**src/rtl/msi_cap_pkg.sv**
```systemverilog
package msi_cap_pkg;

  localparam logic [7:0] OFS_BASE_LO = 8'h04;
  localparam logic [7:0] OFS_BASE_HI = 8'h08;
  localparam logic [7:0] OFS_SIZE    = 8'h0c;
  localparam logic [7:0] OFS_ENABLE  = 8'h14;
  localparam logic [7:0] OFS_STATUS  = 8'h18;
  localparam logic [7:0] OFS_DATA    = 8'h20;
  localparam logic [7:0] OFS_ADDR_LO = 8'h24;
  localparam logic [7:0] OFS_ADDR_HI = 8'h28;

  localparam int MSG_ADDR_W = 64;
  localparam int MSG_DATA_W = 32;

  typedef struct packed {
    logic [MSG_ADDR_W-1:0] addr;
    logic [MSG_DATA_W-1:0] data;
  } msg_rec_t;

endpackage

```
**src/rtl/msi_win_match.sv**
```systemverilog
module msi_win_match #(
  parameter int AW = 64,
  parameter int SW = 32
) (
  input  logic          en,
  input  logic [AW-1:0] base,
  input  logic [SW-1:0] size,
  input  logic [AW-1:0] addr,
  output logic          hit
);
  localparam int LW = AW + 1;

  logic [LW-1:0] limit;
  logic          above_lo;
  logic          below_hi;

  always_comb begin
    limit    = {1'b0, base} + LW'(size);
    above_lo = (addr >= base);
    below_hi = ({1'b0, addr} < limit);
    hit      = en & above_lo & below_hi;
  end
endmodule

```
**src/rtl/msi_fifo.sv**
```systemverilog
module msi_fifo #(
  parameter int DEPTH = 16,
  parameter int W     = 96
) (
  input  logic         clk,
  input  logic         rst,
  input  logic         push,
  input  logic [W-1:0] din,
  input  logic         pop,
  output logic [W-1:0] head,
  output logic         empty,
  output logic         full
);
  localparam int PTR_W = (DEPTH > 1) ? $clog2(DEPTH) : 1;
  localparam int CNT_W = $clog2(DEPTH + 1);
  localparam logic [PTR_W-1:0] LAST = PTR_W'(DEPTH - 1);

  logic [W-1:0]     mem [DEPTH];
  logic [PTR_W-1:0] wptr, rptr;
  logic [CNT_W-1:0] count;

  always_ff @(posedge clk) begin
    if (push) mem[wptr] <= din;
  end

  always_ff @(posedge clk) begin
    if (rst) begin
      wptr  <= '0;
      rptr  <= '0;
      count <= '0;
    end else begin
      if (push) wptr <= (wptr == LAST) ? '0 : wptr + 1'b1;
      if (pop)  rptr <= (rptr == LAST) ? '0 : rptr + 1'b1;
      case ({push, pop})
        2'b10:   count <= count + 1'b1;
        2'b01:   count <= count - 1'b1;
        default: count <= count;
      endcase
    end
  end

  assign head  = mem[rptr];
  assign empty = (count == '0);
  assign full  = (count == CNT_W'(DEPTH));

  AST_NO_OVERFLOW: assert property (@(posedge clk) disable iff (rst)
    full |-> !push) else $error("push into full queue");
  AST_POP_NONEMPTY: assert property (@(posedge clk) disable iff (rst)
    pop |-> !empty) else $error("pop from empty queue");
  AST_PEND_AFTER_PUSH: assert property (@(posedge clk) disable iff (rst)
    push |=> !empty) else $error("queue empty after push");
endmodule

```
**src/rtl/msi_pop_tracker.sv**
```systemverilog
module msi_pop_tracker (
  input  logic clk,
  input  logic rst,
  input  logic avail,
  input  logic rd_data,
  input  logic rd_lo,
  input  logic rd_hi,
  output logic pop
);
  logic [2:0] seen;
  logic [2:0] seen_nxt;

  always_comb begin
    seen_nxt = seen;
    if (avail) seen_nxt = seen | {rd_hi, rd_lo, rd_data};
    pop = avail & (seen_nxt == 3'b111);
  end

  always_ff @(posedge clk) begin
    if (rst)      seen <= '0;
    else if (pop) seen <= '0;
    else          seen <= seen_nxt;
  end

  AST_TRACK_CLEAR: assert property (@(posedge clk) disable iff (rst)
    pop |=> (seen == 3'b000)) else $error("tracker not cleared");
  AST_SINGLE_NO_POP: assert property (@(posedge clk) disable iff (rst)
    (seen == 3'b000) |-> !pop) else $error("pop before three reads");
endmodule

```
**src/rtl/msi_capture.sv**
```systemverilog
module msi_capture
  import msi_cap_pkg::*;
#(
  parameter int DEPTH = 16,
  parameter int PAW   = 8
) (
  input  logic        clk,
  input  logic        rst,
  input  logic        in_valid,
  input  logic [63:0] in_addr,
  input  logic [31:0] in_data,
  input  logic        psel,
  input  logic        penable,
  input  logic        pwrite,
  input  logic [PAW-1:0] paddr,
  input  logic [31:0] pwdata,
  output logic [31:0] prdata,
  output logic        irq_o
);
  localparam int REC_W = $bits(msg_rec_t);

  logic        acc, reg_wr, reg_rd;
  logic [31:0] base_lo, base_hi, win_size;
  logic        cap_en, ovf;
  logic        hit, push, pop, empty, full;
  logic        rd_data, rd_lo, rd_hi;
  msg_rec_t    rec_in, rec_head;
  logic [REC_W-1:0] head_bits;
  logic [31:0] rd_mux;

  assign acc    = psel & penable;
  assign reg_wr = acc & pwrite;
  assign reg_rd = acc & ~pwrite;

  always_ff @(posedge clk) begin
    if (rst) begin
      base_lo  <= '0;
      base_hi  <= '0;
      win_size <= '0;
      cap_en   <= 1'b0;
    end else if (reg_wr) begin
      case (paddr)
        OFS_BASE_LO: base_lo  <= pwdata;
        OFS_BASE_HI: base_hi  <= pwdata;
        OFS_SIZE:    win_size <= pwdata;
        OFS_ENABLE:  cap_en   <= pwdata[0];
        default: ;
      endcase
    end
  end

  msi_win_match #(.AW(64), .SW(32)) u_match (
    .en   (cap_en),
    .base ({base_hi, base_lo}),
    .size (win_size),
    .addr (in_addr),
    .hit  (hit)
  );

  assign push        = in_valid & hit & ~full;
  assign rec_in.addr = in_addr;
  assign rec_in.data = in_data;

  msi_fifo #(.DEPTH(DEPTH), .W(REC_W)) u_fifo (
    .clk   (clk),
    .rst   (rst),
    .push  (push),
    .din   (rec_in),
    .pop   (pop),
    .head  (head_bits),
    .empty (empty),
    .full  (full)
  );
  assign rec_head = msg_rec_t'(head_bits);

  assign rd_data = reg_rd & (paddr == OFS_DATA);
  assign rd_lo   = reg_rd & (paddr == OFS_ADDR_LO);
  assign rd_hi   = reg_rd & (paddr == OFS_ADDR_HI);

  msi_pop_tracker u_track (
    .clk     (clk),
    .rst     (rst),
    .avail   (~empty),
    .rd_data (rd_data),
    .rd_lo   (rd_lo),
    .rd_hi   (rd_hi),
    .pop     (pop)
  );

  always_ff @(posedge clk) begin
    if (rst)
      ovf <= 1'b0;
    else if (in_valid & hit & full)
      ovf <= 1'b1;
    else if (reg_wr && paddr == OFS_STATUS && pwdata[1])
      ovf <= 1'b0;
  end

  always_comb begin
    case (paddr)
      OFS_BASE_LO: rd_mux = base_lo;
      OFS_BASE_HI: rd_mux = base_hi;
      OFS_SIZE:    rd_mux = win_size;
      OFS_ENABLE:  rd_mux = {31'b0, cap_en};
      OFS_STATUS:  rd_mux = {30'b0, ovf, ~empty};
      OFS_DATA:    rd_mux = empty ? 32'b0 : rec_head.data;
      OFS_ADDR_LO: rd_mux = empty ? 32'b0 : rec_head.addr[31:0];
      OFS_ADDR_HI: rd_mux = empty ? 32'b0 : rec_head.addr[63:32];
      default:     rd_mux = 32'b0;
    endcase
  end

  always_ff @(posedge clk) begin
    if (rst)         prdata <= '0;
    else if (reg_rd) prdata <= rd_mux;
  end

  assign irq_o = cap_en & ~empty;

  AST_EMPTY_READ_ZERO: assert property (@(posedge clk) disable iff (rst)
    (reg_rd && paddr == OFS_DATA && empty) |=> (prdata == 32'b0))
    else $error("nonzero data from empty queue");
  AST_OVF_STICKY: assert property (@(posedge clk) disable iff (rst)
    (ovf && !(reg_wr && paddr == OFS_STATUS && pwdata[1])) |=> ovf)
    else $error("overflow bit lost");
  AST_NO_CAPTURE_DISABLED: assert property (@(posedge clk) disable iff (rst)
    (!cap_en && empty && !reg_wr) |=> empty)
    else $error("capture while disabled");
  AST_IRQ_NEEDS_EN: assert property (@(posedge clk) disable iff (rst)
    irq_o |-> cap_en) else $error("irq with capture off");
endmodule

```
**config.mk**
```make
export PLATFORM = sky130hd
export DESIGN_NAME = msi_capture
export DESIGN_NICKNAME = d
export VERILOG_FILES = /design/src/rtl/msi_cap_pkg.sv /design/src/rtl/msi_win_match.sv /design/src/rtl/msi_fifo.sv /design/src/rtl/msi_pop_tracker.sv /design/src/rtl/msi_capture.sv
export SDC_FILE = /design/constraint.sdc
export NUM_CORES = 2
export LEC_CHECK = 0
export BUFFER_PORTS_ARGS = -buffer_cell sky130_fd_sc_hd__buf_2
export CAP_MARGIN = 40
export CORE_AREA = 2 2 365 331
export CTS_CLUSTER_SIZE = 10
export DETAILED_ROUTE_END_ITERATION = 8
export DIE_AREA = 0 0 367 333
export PLACE_DENSITY_LB_ADDON = 0.05
export SETUP_SLACK_MARGIN = 0.5
export SLEW_MARGIN = 15
export SYNTH_ARGS = -nofsm -noshare
export SYNTH_HDL_FRONTEND = slang
export SYNTH_HIERARCHICAL = 1
export SYNTH_SLANG_ARGS = --single-unit
```
**constraint.sdc**
```tcl
create_clock -name clk -period 8.6 [get_ports clk]
set_input_delay 0.86 -clock clk [delete_from_list [all_inputs] [get_ports clk]]
set_output_delay 0.86 -clock clk [all_outputs]
set_load 0.01 [all_outputs]
```
==> results.py <==
metrics = {
    "clocking": {
        "cts_resized": 0,
        "cts_tree": "done",
        "clock_path_buffers": 3,
        "post_cts_buffers": 0,
        "clock_latency_ns": 0.82,
        "cts.clk_slew.worst_paths_ns": 0.06,
        "cts_buffers": 188,
        "cts_root_buf": "clkbuf_16",
        "numClockSinks": 1686,
        "cts_hold_buf": 0,
        "cts_max_level": 4,
    },
    "routing": {
        "routed_wl_mm": 195,
        "via_per_inst": 6.73,
        "avgRoutedWirePerCell_um": 33.0,
        "ant_nets": 0,
        "first_pass_iters": 6,
        "drt_iter0_markers": 5564,
        "post-route-drc-count": 0,
        "vias": 39700,
    },
    "critical_path": {
        "reg2reg_depth": 27,
        "rrSetupSlack_ns": 1.08,
        "worstPathRequired_ns": 9.10,
        "cp-end-kind": "register",
        "path_max_fanout": 34,
        "startpoint_type": "register",
        "crit_arrival_ns": 8.01,
        "crit_type": "reg2reg",
    },
    "die": {
        "die_h_um": 333,
        "core-area_mm2": 0.118,
        "die_area_mm2": 0.122,
        "rows": 120,
        "start_util_pct": 59.6,
        "dieWidth_um": 367,
        "io_pins": 175,
    },
    "sta": {
        "slew_headroom_pct": 36.9,
        "rsz0062_at_grt": "false",
        "fmax_mhz": 133,
        "hold_slack_ns": 0.328,
        "finalCriticalPeriod_ns": 7.52,
        "final.setup_skew_ns": 0.0390,
        "setup_viol": 0,
        "fin_setup_tns_ns": 0,
        "timing.final.crit_share_pct": 87.4,
        "slew_viol_final": 0,
        "final-hold-violation-count": 0,
        "tightest_slew_ns": 0.947,
    },
    "place": {
        "portBuffers": 174,
        "place.gp.congestion": 0.957,
        "placed_area_mm2": 0.0734,
        "hpwl_mm": 126,
    },
    "logic_synthesis": {
        "synth_area_mm2": 0.0705,
        "synth_area_leader_cell": "edfxtp_1",
        "ys_ff_latch": 1686,
        "synth_edf_count": 1536,
        "ys.flop_type": "edfxtp_1",
        "synth_cell_types": 82,
        "synth.area.top_cells": "edfxtp_1, mux4_2, dfxtp_1",
        "ys_warn_count": 6,
        "synth_area_per_cell_um2": 17.7,
        "synthCells": 3975,
        "async_flop_share_pct": 0,
        "syn_nets": 4286,
        "post-synth-top-count-cell": "edfxtp_1",
        "synth_common_cells": "edfxtp_1, mux4_2, nand2_1",
        "synth_top_area_share_pct": 65.4,
        "synth.yosys.seq_area_share_pct": 69.7,
    },
    "final_layout": {
        "fin_util_pct": 66.5,
        "drive_above_1_share_pct": 23.4,
        "design_area_mm2": 0.0787,
        "area_growth_syn_to_layout_pct": 11.6,
        "fillers": 8125,
        "fin_nets": 4522,
    },
    "pwr": {
        "switchingPower_uw": 3330,
        "power_density_mw_per_mm2": 209,
        "p_int_uw": 13100,
        "worst_ir_drop_vdd_mv": 0.205,
        "p_seq_share_pct": 54.4,
        "switching_share_pct": 20.3,
        "clkPwrFrac_pct": 43.5,
        "p_leak_uw": 0.0248,
        "p_comb_share_pct": 2.1,
    },
    "min_path": {
        "hold_depth": 3,
        "hold_class": "in2reg",
    },
    "global_route": {
        "grt_pass1_wl_mm": 278,
        "grt_pass1_vias": 37800,
        "grt_use_total_pct": 32.2,
        "grt_overflow": 0,
        "antenna_found_initial": 18,
        "grt_max_degree": 107,
    },
    "flow_run": {
        "maxCapViolations": 0,
    },
    "status": {
        "status": "finished, final reports clean",
    },
}
==> metal layers <==
layer | GRT usage, % | part of all wire, % | wire length (um) | vias to the layer above
met5 | 0 | 0.030 | 58 | -
met4 | 8.23 | 2.3 | 4480 | 8
met3 | 6.86 | 11 | 20700 | 231
met2 | 45.5 | 44 | 85600 | 2253
met1 | 51.3 | 43 | 84100 | 20700
li1 | - | - | - | 16600
==> per-stage QoR <==
stage | worst slack [ns] | power [uW] | cells
2_1_floorplan | 1.02 | 9200 | 3975
3_3_place_gp | 1.43 | 9430 | 5601
3_5_place_dp | 1.26 | 9440 | 5607
4_1_cts | 1.21 | 16500 | 5903
5_1_grt | 0.617 | 16900 | 5904
6_report | 1.08 | 16400 | 5906
==> registers in the layout, indices dropped and copies added, names as in the netlist, named ones only <==
name,flops
ovf,1
u_fifo/rptr,4
prdata,32
base_hi,32
u_fifo/wptr,4
base_lo,32
u_track/seen,3
cap_en,1
u_fifo/mem,1536
u_fifo/count,5
win_size,32
==> cells in the final DEF (no fill, tap or decap), types with 21 or more instances in the layout <==
| master | instances |
|---|---|
| edfxtp_1 | 1536 |
| mux4_2 | 384 |
| nand2_1 | 381 |
| a22oi_1 | 214 |
| a21oi_1 | 191 |
| clkbuf_16 | 191 |
| buf_2 | 174 |
| ha_1 | 168 |
| dfxtp_1 | 148 |
| clkbuf_1 | 90 |
| inv_1 | 83 |
| a22oi_2 | 70 |
| a22o_1 | 64 |
| buf_4 | 59 |
| nor2_1 | 53 |
| xnor2_1 | 49 |
| o21ai_0 | 44 |
| nand4_1 | 43 |
| nand3_1 | 36 |
| mux2_2 | 33 |
| buf_12 | 26 |
| nor3_1 | 21 |
| a21o_1 | 21 |
==> layout make-up <==
| class | count | area, um2 | area share [%] |
|---|---|---|---|
| flip-flops and latches | 1686 | 49100 | 62.4 |
| multi-input cells | 1990 | 20000 | 25.4 |
| clock buffers | 284 | 5160 | 6.55 |
| well taps | 1586 | 1980 | 2.52 |
| repair buffers | 262 | 1920 | 2.44 |
| inverters | 83 | 312 | 0.396 |
| clock inverters | 12 | 193 | 0.245 |
| diodes | 3 | 7.51 | 0.00954 |
==> critical path, cell delays in order (launching register included) <==
cell	delay [ns]
dfxtp_1	0.39
ha_1	0.20
inv_1	0.06
fa_1	0.40
nor2b_1	0.16
o21bai_1	0.13
a211oi_1	0.37
o21a_1	0.20
o211ai_2	0.19
a211oi_2	0.23
buf_4	0.25
nand3_1	0.12
xnor2_1	0.16
ha_1	0.31
a21oi_1	0.13
o21ai_0	0.12
a221o_1	0.33
a211o_1	0.31
nor3_1	0.24
a21oi_1	0.15
o221a_2	0.29
nor2_1	0.36
nand2_1	0.10
nor2_1	0.27
inv_1	0.23
nor3b_1	0.44
and2_4	0.72
buf_4	0.36
==> power groups by stage <==
| stage | clock [uW] | sequential (uW) | combinational [uW] |
|---|---|---|---|
| finish | 7150 | 8930 | 344 |
| CTS | 7250 | 8930 | 339 |
| detailed placement | 0 | 9100 | 339 |
| global placement | 0 | 9100 | 334 |
| global route | 7570 | 8930 | 369 |
| floorplan | 0 | 9100 | 95.3 |
==> logic make-up (layout without fill, tap and decap cells) <==
group / after synthesis / in the layout / synth area share (%)
simple gates: 648 / 648 / 4.29
flops: 1686 / 1686 / 69.7
other cells: 0 / 3 / 0
buf+inv: 299 / 641 / 2.07
fa+ha+maj: 169 / 169 / 3.01
compound gates: 685 / 685 / 7.26
xor+xnor: 66 / 66 / 0.820
mux: 422 / 422 / 12.9
==> worst paths after layout <==
kind,startpoint,end
worst max-delay path,base_lo[0],u_fifo/mem[8][12]
worst min register to register,win_size[24],win_size[24]
worst max register to register,base_lo[0],u_fifo/mem[8][12]
worst min-delay path,pwdata[4],base_lo[4]
(Power assumes the default switching activity.)
